### src/rtl/lsclk_pkg.sv
package lsclk_pkg;
   localparam logic [15:0] UNLOCK_KEY = 16'h16AA;
   localparam int SEL_BIT   = 0;
   localparam int FALL_BIT  = 1;
   localparam int EXTEN_BIT = 4;
   localparam int BYP_BIT   = 15;
   localparam int IDX_CTRL  = 0;
   localparam int IDX_PRESC = 1;
   localparam int IDX_GATE  = 2;

   typedef struct packed {
      logic bypass;
      logic ext_en;
      logic sel;
   } ctrl_t;
endpackage

### src/rtl/lsclk_regs.sv
module lsclk_regs
   import lsclk_pkg::*;
#(
   parameter int ADDR_W  = 4,
   parameter int PRESC_W = 5
) (
   input  logic               clk,
   input  logic               rst_n,
   input  logic               bus_wr,
   input  logic [ADDR_W-1:0]  bus_addr,
   input  logic [31:0]        bus_wdata,
   input  logic               fallback_i,
   output ctrl_t              ctrl_o,
   output logic [PRESC_W-1:0] presc_o,
   output logic               gate_o,
   output logic               ctrl_wr_ok_o,
   output logic [31:0]        bus_rdata
);
   logic hit_ctrl, hit_presc, hit_gate, key_ok;
   logic wdata_unused;

   assign hit_ctrl  = (bus_addr == ADDR_W'(IDX_CTRL));
   assign hit_presc = (bus_addr == ADDR_W'(IDX_PRESC));
   assign hit_gate  = (bus_addr == ADDR_W'(IDX_GATE));
   assign key_ok    = (bus_wdata[31:16] == UNLOCK_KEY);
   assign ctrl_wr_ok_o = bus_wr && hit_ctrl && key_ok;
   assign wdata_unused = ^bus_wdata;

   always_ff @(posedge clk or negedge rst_n) begin
      if (!rst_n) begin
         ctrl_o  <= '0;
         presc_o <= '0;
         gate_o  <= 1'b0;
      end else begin
         if (ctrl_wr_ok_o) begin
            ctrl_o.sel    <= bus_wdata[SEL_BIT];
            ctrl_o.ext_en <= bus_wdata[EXTEN_BIT];
            ctrl_o.bypass <= bus_wdata[BYP_BIT];
         end
         if (bus_wr && hit_presc) presc_o <= bus_wdata[PRESC_W-1:0];
         if (bus_wr && hit_gate)  gate_o  <= bus_wdata[0];
      end
   end

   always_comb begin
      bus_rdata = '0;
      if (hit_ctrl) begin
         bus_rdata[SEL_BIT]   = ctrl_o.sel;
         bus_rdata[FALL_BIT]  = fallback_i;
         bus_rdata[EXTEN_BIT] = ctrl_o.ext_en;
         bus_rdata[BYP_BIT]   = ctrl_o.bypass;
      end else if (hit_presc) begin
         bus_rdata[PRESC_W-1:0] = presc_o;
      end else if (hit_gate) begin
         bus_rdata[0] = gate_o;
      end
   end

   // a write without the key must not disturb the control word
   a_r1_key_guard: assert property (@(posedge clk) disable iff (!rst_n)
      (bus_wr && hit_ctrl && !key_ok) |=> $stable(ctrl_o));
endmodule

### src/rtl/lsclk_int_div.sv
module lsclk_int_div #(
   parameter int PRE_DIV = 32,
   parameter int PRESC_W = 5
) (
   input  logic               clk,
   input  logic               rst_n,
   input  logic [PRESC_W-1:0] presc_i,
   output logic               clk_o
);
   localparam int HALF = PRE_DIV / 2;
   localparam int PCW  = (HALF > 1) ? $clog2(HALF) : 1;

   logic               tick, tc;
   logic [PRESC_W-1:0] div_cnt, cur_div;

   generate
      if (PRE_DIV < 2 || (PRE_DIV % 2) != 0) begin : g_bad_pre
         $error("PRE_DIV must be even and at least 2");
      end
      if (HALF == 1) begin : g_no_pre
         assign tick = 1'b1;
      end else begin : g_pre
         logic [PCW-1:0] pre_cnt;
         always_ff @(posedge clk or negedge rst_n) begin
            if (!rst_n)                           pre_cnt <= '0;
            else if (pre_cnt == PCW'(HALF - 1))   pre_cnt <= '0;
            else                                  pre_cnt <= pre_cnt + 1'b1;
         end
         assign tick = (pre_cnt == PCW'(HALF - 1));
      end
   endgenerate

   assign tc = tick && (div_cnt == cur_div);

   always_ff @(posedge clk or negedge rst_n) begin
      if (!rst_n) begin
         div_cnt <= '0;
         cur_div <= '0;
         clk_o   <= 1'b0;
      end else if (tc) begin
         div_cnt <= '0;
         cur_div <= presc_i;
         clk_o   <= ~clk_o;
      end else if (tick) begin
         div_cnt <= div_cnt + 1'b1;
      end
   end

   // the active ratio only moves at a terminal count
   a_r7_reload_at_tc: assert property (@(posedge clk) disable iff (!rst_n)
      (cur_div != $past(cur_div)) |-> $past(tc));
   // phase counter never runs past the active ratio
   a_r2_cnt_bound: assert property (@(posedge clk) disable iff (!rst_n)
      div_cnt <= cur_div);
endmodule

### src/rtl/lsclk_ext_mon.sv
module lsclk_ext_mon #(
   parameter int MISS_LIMIT = 1024
) (
   input  logic clk,
   input  logic rst_n,
   input  logic ext_i,
   input  logic sel_i,
   input  logic bypass_i,
   input  logic clr_i,
   output logic ext_lvl_o,
   output logic fallback_o
);
   localparam int MCW = $clog2(MISS_LIMIT + 1);

   logic [2:0]     sync_q;
   logic           rise, armed;
   logic [MCW-1:0] miss_cnt;

   always_ff @(posedge clk or negedge rst_n) begin
      if (!rst_n) sync_q <= '0;
      else        sync_q <= {sync_q[1:0], ext_i};
   end

   assign rise      = sync_q[1] && !sync_q[2];
   assign ext_lvl_o = sync_q[1];
   assign armed     = sel_i && !bypass_i && !fallback_o;

   always_ff @(posedge clk or negedge rst_n) begin
      if (!rst_n) begin
         miss_cnt   <= '0;
         fallback_o <= 1'b0;
      end else if (clr_i) begin
         miss_cnt   <= '0;
         fallback_o <= 1'b0;
      end else if (!armed || rise) begin
         miss_cnt <= '0;
      end else if (miss_cnt == MCW'(MISS_LIMIT - 1)) begin
         fallback_o <= 1'b1;
         miss_cnt   <= '0;
      end else begin
         miss_cnt <= miss_cnt + 1'b1;
      end
   end

   // fallback only rises while the watchdog was allowed to act
   a_r4_fallback_armed: assert property (@(posedge clk) disable iff (!rst_n)
      $rose(fallback_o) |-> $past(sel_i && !bypass_i));
   // with the guard bit set, no fallback can appear
   a_r5_bypass_holds: assert property (@(posedge clk) disable iff (!rst_n)
      (bypass_i && !fallback_o) |=> !fallback_o);
endmodule

### src/rtl/lsclk_select.sv
module lsclk_select
   import lsclk_pkg::*;
#(
   parameter int ADDR_W     = 4,
   parameter int PRESC_W    = 5,
   parameter int PRE_DIV    = 32,
   parameter int MISS_LIMIT = 1024
) (
   input  logic              clk,
   input  logic              rst_n,
   input  logic              bus_wr,
   input  logic [ADDR_W-1:0] bus_addr,
   input  logic [31:0]       bus_wdata,
   output logic [31:0]       bus_rdata,
   input  logic              ext_osc_i,
   output logic              ext_osc_en_o,
   output logic              ls_clk_o,
   output logic              ls_out_o
);
   generate
      if (ADDR_W < 2) begin : g_bad_addr
         $error("ADDR_W must be at least 2");
      end
      if (PRESC_W < 1 || PRESC_W > 16) begin : g_bad_presc
         $error("PRESC_W must be 1..16");
      end
      if (MISS_LIMIT < 2) begin : g_bad_miss
         $error("MISS_LIMIT must be at least 2");
      end
   endgenerate

   ctrl_t              ctrl;
   logic [PRESC_W-1:0] presc;
   logic               gate, ctrl_wr_ok, fallback, ext_lvl, int_clk, use_ext;

   lsclk_regs #(.ADDR_W(ADDR_W), .PRESC_W(PRESC_W)) u_regs (
      .clk(clk), .rst_n(rst_n), .bus_wr(bus_wr), .bus_addr(bus_addr),
      .bus_wdata(bus_wdata), .fallback_i(fallback), .ctrl_o(ctrl),
      .presc_o(presc), .gate_o(gate), .ctrl_wr_ok_o(ctrl_wr_ok),
      .bus_rdata(bus_rdata));

   lsclk_int_div #(.PRE_DIV(PRE_DIV), .PRESC_W(PRESC_W)) u_div (
      .clk(clk), .rst_n(rst_n), .presc_i(presc), .clk_o(int_clk));

   lsclk_ext_mon #(.MISS_LIMIT(MISS_LIMIT)) u_mon (
      .clk(clk), .rst_n(rst_n), .ext_i(ext_osc_i), .sel_i(ctrl.sel),
      .bypass_i(ctrl.bypass), .clr_i(ctrl_wr_ok), .ext_lvl_o(ext_lvl),
      .fallback_o(fallback));

   assign use_ext      = ctrl.sel && !fallback;
   assign ext_osc_en_o = ctrl.ext_en;

   always_ff @(posedge clk or negedge rst_n) begin
      if (!rst_n) begin
         ls_clk_o <= 1'b0;
         ls_out_o <= 1'b0;
      end else begin
         ls_clk_o <= use_ext ? ext_lvl : int_clk;
         ls_out_o <= ls_clk_o && gate;
      end
   end

   // pin copy is low in the cycle after the gate was off
   a_r6_gate_off: assert property (@(posedge clk) disable iff (!rst_n)
      !$past(gate) |-> !ls_out_o);
endmodule

### config.mk
export PLATFORM = sky130hd
export DESIGN_NAME = lsclk_select
export DESIGN_NICKNAME = d
export VERILOG_FILES = /design/src/rtl/lsclk_pkg.sv /design/src/rtl/lsclk_regs.sv /design/src/rtl/lsclk_int_div.sv /design/src/rtl/lsclk_ext_mon.sv /design/src/rtl/lsclk_select.sv
export SDC_FILE = /design/constraint.sdc
export NUM_CORES = 1
export LEC_CHECK = 0
export ABC_CLOCK_PERIOD_IN_PS = 2400
export BUFFER_PORTS_ARGS = -buffer_cell sky130_fd_sc_hd__buf_2
export CORE_ASPECT_RATIO = 1.2
export CORE_MARGIN = 8
export CORE_UTILIZATION = 54
export DETAILED_ROUTE_END_ITERATION = 7
export GPL_ROUTABILITY_DRIVEN = 0
export HOLD_SLACK_MARGIN = 0.02
export PLACE_DENSITY = 0.85
export SYNTH_ARGS = -nofsm -noshare
export SYNTH_HDL_FRONTEND = slang
export SYNTH_HIERARCHICAL = 1
export SYNTH_SLANG_ARGS = --single-unit
### constraint.sdc
create_clock -name clk -period 2.4 [get_ports clk]
set_clock_uncertainty 0.05 [all_clocks]
set_input_delay 0.24 -clock clk [delete_from_list [all_inputs] [get_ports clk]]
set_output_delay 0.24 -clock clk [all_outputs]
set_load 0.03 [all_outputs]
; Yosys cells after proc, flatten, opt, wreduce, memory -nomap -nowiden
; Index checks and enable logic that the tools add are counted.
[totals]
wordCells = 61
register_bits = 41
[classes]
n_eq_ne = 7
n_mux = 17
n_addsub = 3
reduce_logical = 19
bitwise_logic = 1
[op_table]
columns = operator, count
row1 = 11-bit 2-to-1 mux, 3
row2 = "16-bit by 13-bit == test with 1-bit output, second input constant", 1
row3 = "11-bit by 1-bit adder with 11-bit output, second input constant", 1
row4 = "11-bit by 10-bit == test with 1-bit output, second input constant", 1
row5 = 1-bit logical AND, 10
row6 = 5-bit 2-to-1 mux, 2
row7 = 1-bit 2-to-1 mux, 8
row8 = 4-bit 2-to-1 mux, 2
row9 = "5-bit by 1-bit adder with 5-bit output, second input constant", 1
row10 = 5-bit == test, 1
row11 = "4-bit by 1-bit adder with 4-bit output, second input constant", 1
row12 = "4-bit by 1-bit == test with 1-bit output, second input constant", 1
row13 = "4-bit by 2-bit == test with 1-bit output, second input constant", 1
row14 = "4-bit == test, second input constant", 1
row15 = 1-bit zero test, 4
row16 = 4-bit zero test, 1
row17 = 2-bit 2-to-1 mux, 2
row18 = 2-bit nonzero test, 2
row19 = "2-bit inequality test, second input constant", 1
row20 = 2-bit AND reduction, 1
row21 = 1-bit logical OR, 1
row22 = 1-bit NOT, 1

; Logic depth before layout (Yosys ltp)
[depth]
word_depth = 7
depth_mapped = 7
depth_no_buf = 6

; By module
; The synthesis kept the hierarchy.
[modules_own_cells]
columns = mod, instances, cells_per_inst, area_each_um2
row1 = lsclk_int_div, 1, 58, 714.4
row2 = lsclk_regs, 1, 70, 709.4
row3 = lsclk_ext_mon, 1, 61, 660.6
row4 = lsclk_select, 1, 5, 77.6

; Worst setup path after synthesis
; Ideal clock, no wire load.
[synth_path]
path_type = in2reg
start = in bus_addr[0]
end = reg u_mon.fallback_o
path_slack_ns = 0.519
n_path_buf = 1
required_time_ns = 2.209
stages = 6
t_arrival_ns = 1.690
path_cell_list = or4_4 > nor4_1 > nor2_1 > o2111ai_1 > clkbuf_1 > o22ai_1
[synth_via]
elab_chain_cells = 5
[synth_lines]
columns = item, line_no
row1 = from (decl), lsclk_select.sv:12  ; input logic [ADDR_W-1:0] bus_addr,
row2 = 4-bit zero test (*), lsclk_regs.sv:22  ; assign hit_ctrl = (bus_addr == ADDR_W'(IDX_CTRL));
row3 = 1-bit logical AND (*) (2 in a row), lsclk_regs.sv:26  ; assign ctrl_wr_ok_o = bus_wr && hit_ctrl && key_ok;
row4 = net ctrl_wr_ok, lsclk_select.sv:34  ; logic gate, ctrl_wr_ok, fallback, ext_lvl, int_clk, use_ext;
row5 = 2-bit inequality test (no source line) or 2-bit nonzero test (tied branches), -
row6 = 2-bit AND reduction (no source line), -
row7 = to (signal assigned), lsclk_ext_mon.sv:31  ; fallback_o <= 1'b0;
row8 = to (signal assigned), lsclk_ext_mon.sv:34  ; fallback_o <= 1'b0;
row9 = to (signal assigned), lsclk_ext_mon.sv:38  ; fallback_o <= 1'b1;
row10 = to (decl), lsclk_ext_mon.sv:11  ; output logic fallback_o
; The timed path passes the listed nets; every way through them passes the cells marked *.
; A chain may end at the register's enable or synchronous reset.

; Worst setup path in the final report
[layout_path]
start = reg u_div.div_cnt[2]
end = reg u_div.cur_div[4]
[layout_via]
elab_chain_cells = 2
[layout_lines]
columns = item, line_no
row1 = from (decl), lsclk_int_div.sv:14  ; logic [PRESC_W-1:0] div_cnt, cur_div;
row2 = from (signal assigned), lsclk_int_div.sv:45  ; div_cnt <= div_cnt + 1'b1;
row3 = 5-bit == test, lsclk_int_div.sv:33  ; assign tc = tick && (div_cnt == cur_div);
row4 = 1-bit logical AND, lsclk_int_div.sv:33
row5 = to (signal assigned), lsclk_int_div.sv:42  ; cur_div <= presc_i;
row6 = to (decl), lsclk_int_div.sv:14
; No other way between the ends.

==> flow_summary.toml <==
[synth]
ys_warn_count = 6
ys.flop_type = "dfrtp_1"
synthTopCellsByArea = "dfrtp_1 (47%), buf_4 (9.0%), mux2_2 (7.3%)"
yosysSeqAreaShare = 0.475
synth.distinct_cells = 46
synth-edff-count = 0
post-synth-top-count-cell = "dfrtp_1"
async_flop_share = 1.00
ys_top_cells_by_count = "dfrtp_1 (41), buf_4 (26), mux2_2 (14)"
avgSynthCellArea_sq_um = 11.1
syn_inst = 194
synth_top_cell_by_area = "dfrtp_1"
synthesis.area_sq_um = 2160
synth_top_area_frac = 0.475
ys_seq_elements = 41

[timing]
min_period_ns = 1.72
setup_viol = 0
max_freq_ghz = 0.582
maxSlewViolCount = 0
tightestPinTransition_ns = 0.870
hold_violations = 0
finalCritPeriodShare = 0.716
finalWorstSetupSlack_ns = 0.682
maxSlewHeadroom = 0.420
grt_setup_unrepaired = "no"
setup_tns_ns = 0

[die]
die_width_um = 73.8
die-area_sq_um = 6290
num_rows = 25
fp.dieH_um = 85.3
io_pins = 75
coreArea_sq_um = 3880
start_util = 0.557

[cts]
clkTransAtPathRegs_ns = 0.08
postCtsSetupBuffers = 0
cts_tree = "yes"
insertion_delay_ns = 0.29
numCtsBuffers = 5
clock_path_buffers = 2
cts_root_buf = "clkbuf_8"
clkSinkCount = 41
htree_levels = 2

[critical_path]
cp.required_ns = 2.52
critPathLaunch = "u_div/div_cnt[2]"
reg2reg_to = "u_div/cur_div[4]"
r2r_cells = 4
critical_path_arrival_ns = 1.83
cp_max_fo = 9
worst-path-buf-inv = 0
endpoint_kind = "flip-flop"
r2r-start = "u_div/div_cnt[2]"
crit_path_start_kind = "flip-flop"
crit_cells = 4
cp_cell_sequence = "xor2_1, nor4_4, nand3_4, mux2_2"
cp_slowest_cell = "dfrtp_1"
r2r_setup_slack_ns = 0.68
slowest_delay_ns = 0.44
critPathTopFamily = "simple AND/OR/NAND/NOR gates"
critPathKind = "reg2reg"

[final_layout]
drive_above_1_share = 0.305
fin_cells = 293
diodes = 0
areaGrowthSynthToFinish_pct = 13.1
num-nets-final = 281

[placement]
placed_cells = 284
portBuffers = 38
dp_slack_ns = 0.422
place_hpwl_um = 3240

[route]
route.detailed.drc = 0
vias = 1518
drtIter0Drc = 64
wl_um = 4210
wl_per_cell_um = 14.4
viasPerCell = 5.18
ant_nets = 0
drt-pass1-iter-count = 4

[power_and_ir_drop]
leakage_nw = 1.15
peakVddDrop_mv = 0.483
powerDensity_nw_per_um2 = 728

[grt]
gr-total-overflow = 0
grt_pass1_vias = 1540
grt_max_degree = 42
antenna_found_initial = 0
grt_first_pass_wirelength_um = 6740
track_usage = 0.134

[outcome]
status = "completed"

[flow_run]
maxCapViolCount = 0

[hold_path]
hold_path.class = "in2async"
cell type report:
cell class	count	area, sq um
clock inverters	1	30.0
inverters	8	30.0
clock buffers	7	86.3
repair buffers	40	208
well taps	54	67.6
flip-flops and latches	41	1030
multi-input cells	142	997
fillers	323	1430
what timing repair did:
| item | 4_1_cts | 5_1_grt |
|---|---|---|
| hold endpoints to repair | 1 | 0 |
| gates resized for setup | 0 | 0 |
| hold buffers | 1 | 0 |
layer usage:
metal  track usage  wire length, um  vias up
met1         0.139             1570      748
met3        0.0389              224        4
li1              -                -      725
met4        0.0383               29        0
met2         0.248             2380       41
met5             0                0        -
worst max-delay path by stage:
stage | to | slack (ns)
floorplan | u_mon/fallback_o | 0.52
CTS | u_div/cur_div[4] | 0.67
global route | bus_rdata[1] | 0.62
detailed placement | u_mon/fallback_o | 0.42
global placement | u_mon/fallback_o | 0.42
finish | u_div/cur_div[4] | 0.68
per-stage QoR:
step	hold WS, ns	cell area [sq um]	utilization	power, mW
after floorplan	-0.106	2260	-	1.16
after global placement	0.286	2320	0.598	1.21
after detailed placement	0.297	2320	0.598	1.23
after CTS	0.0449	2440	0.630	1.79
after global routing	0.103	2440	0.630	1.86
final	0.0103	2440	0.630	1.78
state kept, by name, indices dropped and copies added, names as in the netlist, 3 cells and up:
name	flops
u_regs/ctrl_o	3
u_div/cur_div	5
u_div/g_pre.pre_cnt	4
u_regs/presc_o	5
u_mon/sync_q	3
u_div/div_cnt	5
u_mon/miss_cnt	11
worst register-to-register path, delay by kind of cell, from the launching register on:
family | cells | cell delay (ns)
multiplexers | 1 | 0.31
AND/OR/NAND/NOR | 2 | 0.61
XOR/XNOR | 1 | 0.19
flip-flops | 1 | 0.44
report_power, final:
group	total (mW)	internal [mW]	switching (mW)
combinational	0.360	0.150	0.211
clock	0.564	0.339	0.225
sequential	0.855	0.783	0.0711
total	1.78	1.27	0.507
cells by family (layout without fill, tap and decap cells):
logic type | after synthesis | after routing | share of synthesized area
and+or+nand+nor | 62 | 62 | 0.194
xor gates and xnor gates | 12 | 12 | 0.0486
AOI/OAI and AO/OA | 23 | 23 | 0.0718
DFF | 41 | 41 | 0.475
buffers and inverters | 36 | 56 | 0.108
other | 1 | 26 | 0.00173
muxes | 16 | 16 | 0.0845
adders and majority gates | 3 | 3 | 0.0174
placed cells by master, fill, tap and decap left out, types with 6 or more instances in the layout:
cell type and n:
clkbuf_8 6, inv_1 8, mux2_2 14, nor2_1 7, buf_2 38, xor2_1 6
nand2_1 9, dfrtp_1 41, xnor2_1 6, conb_1 26
Note: power is estimated with default switching activity, not from simulation.
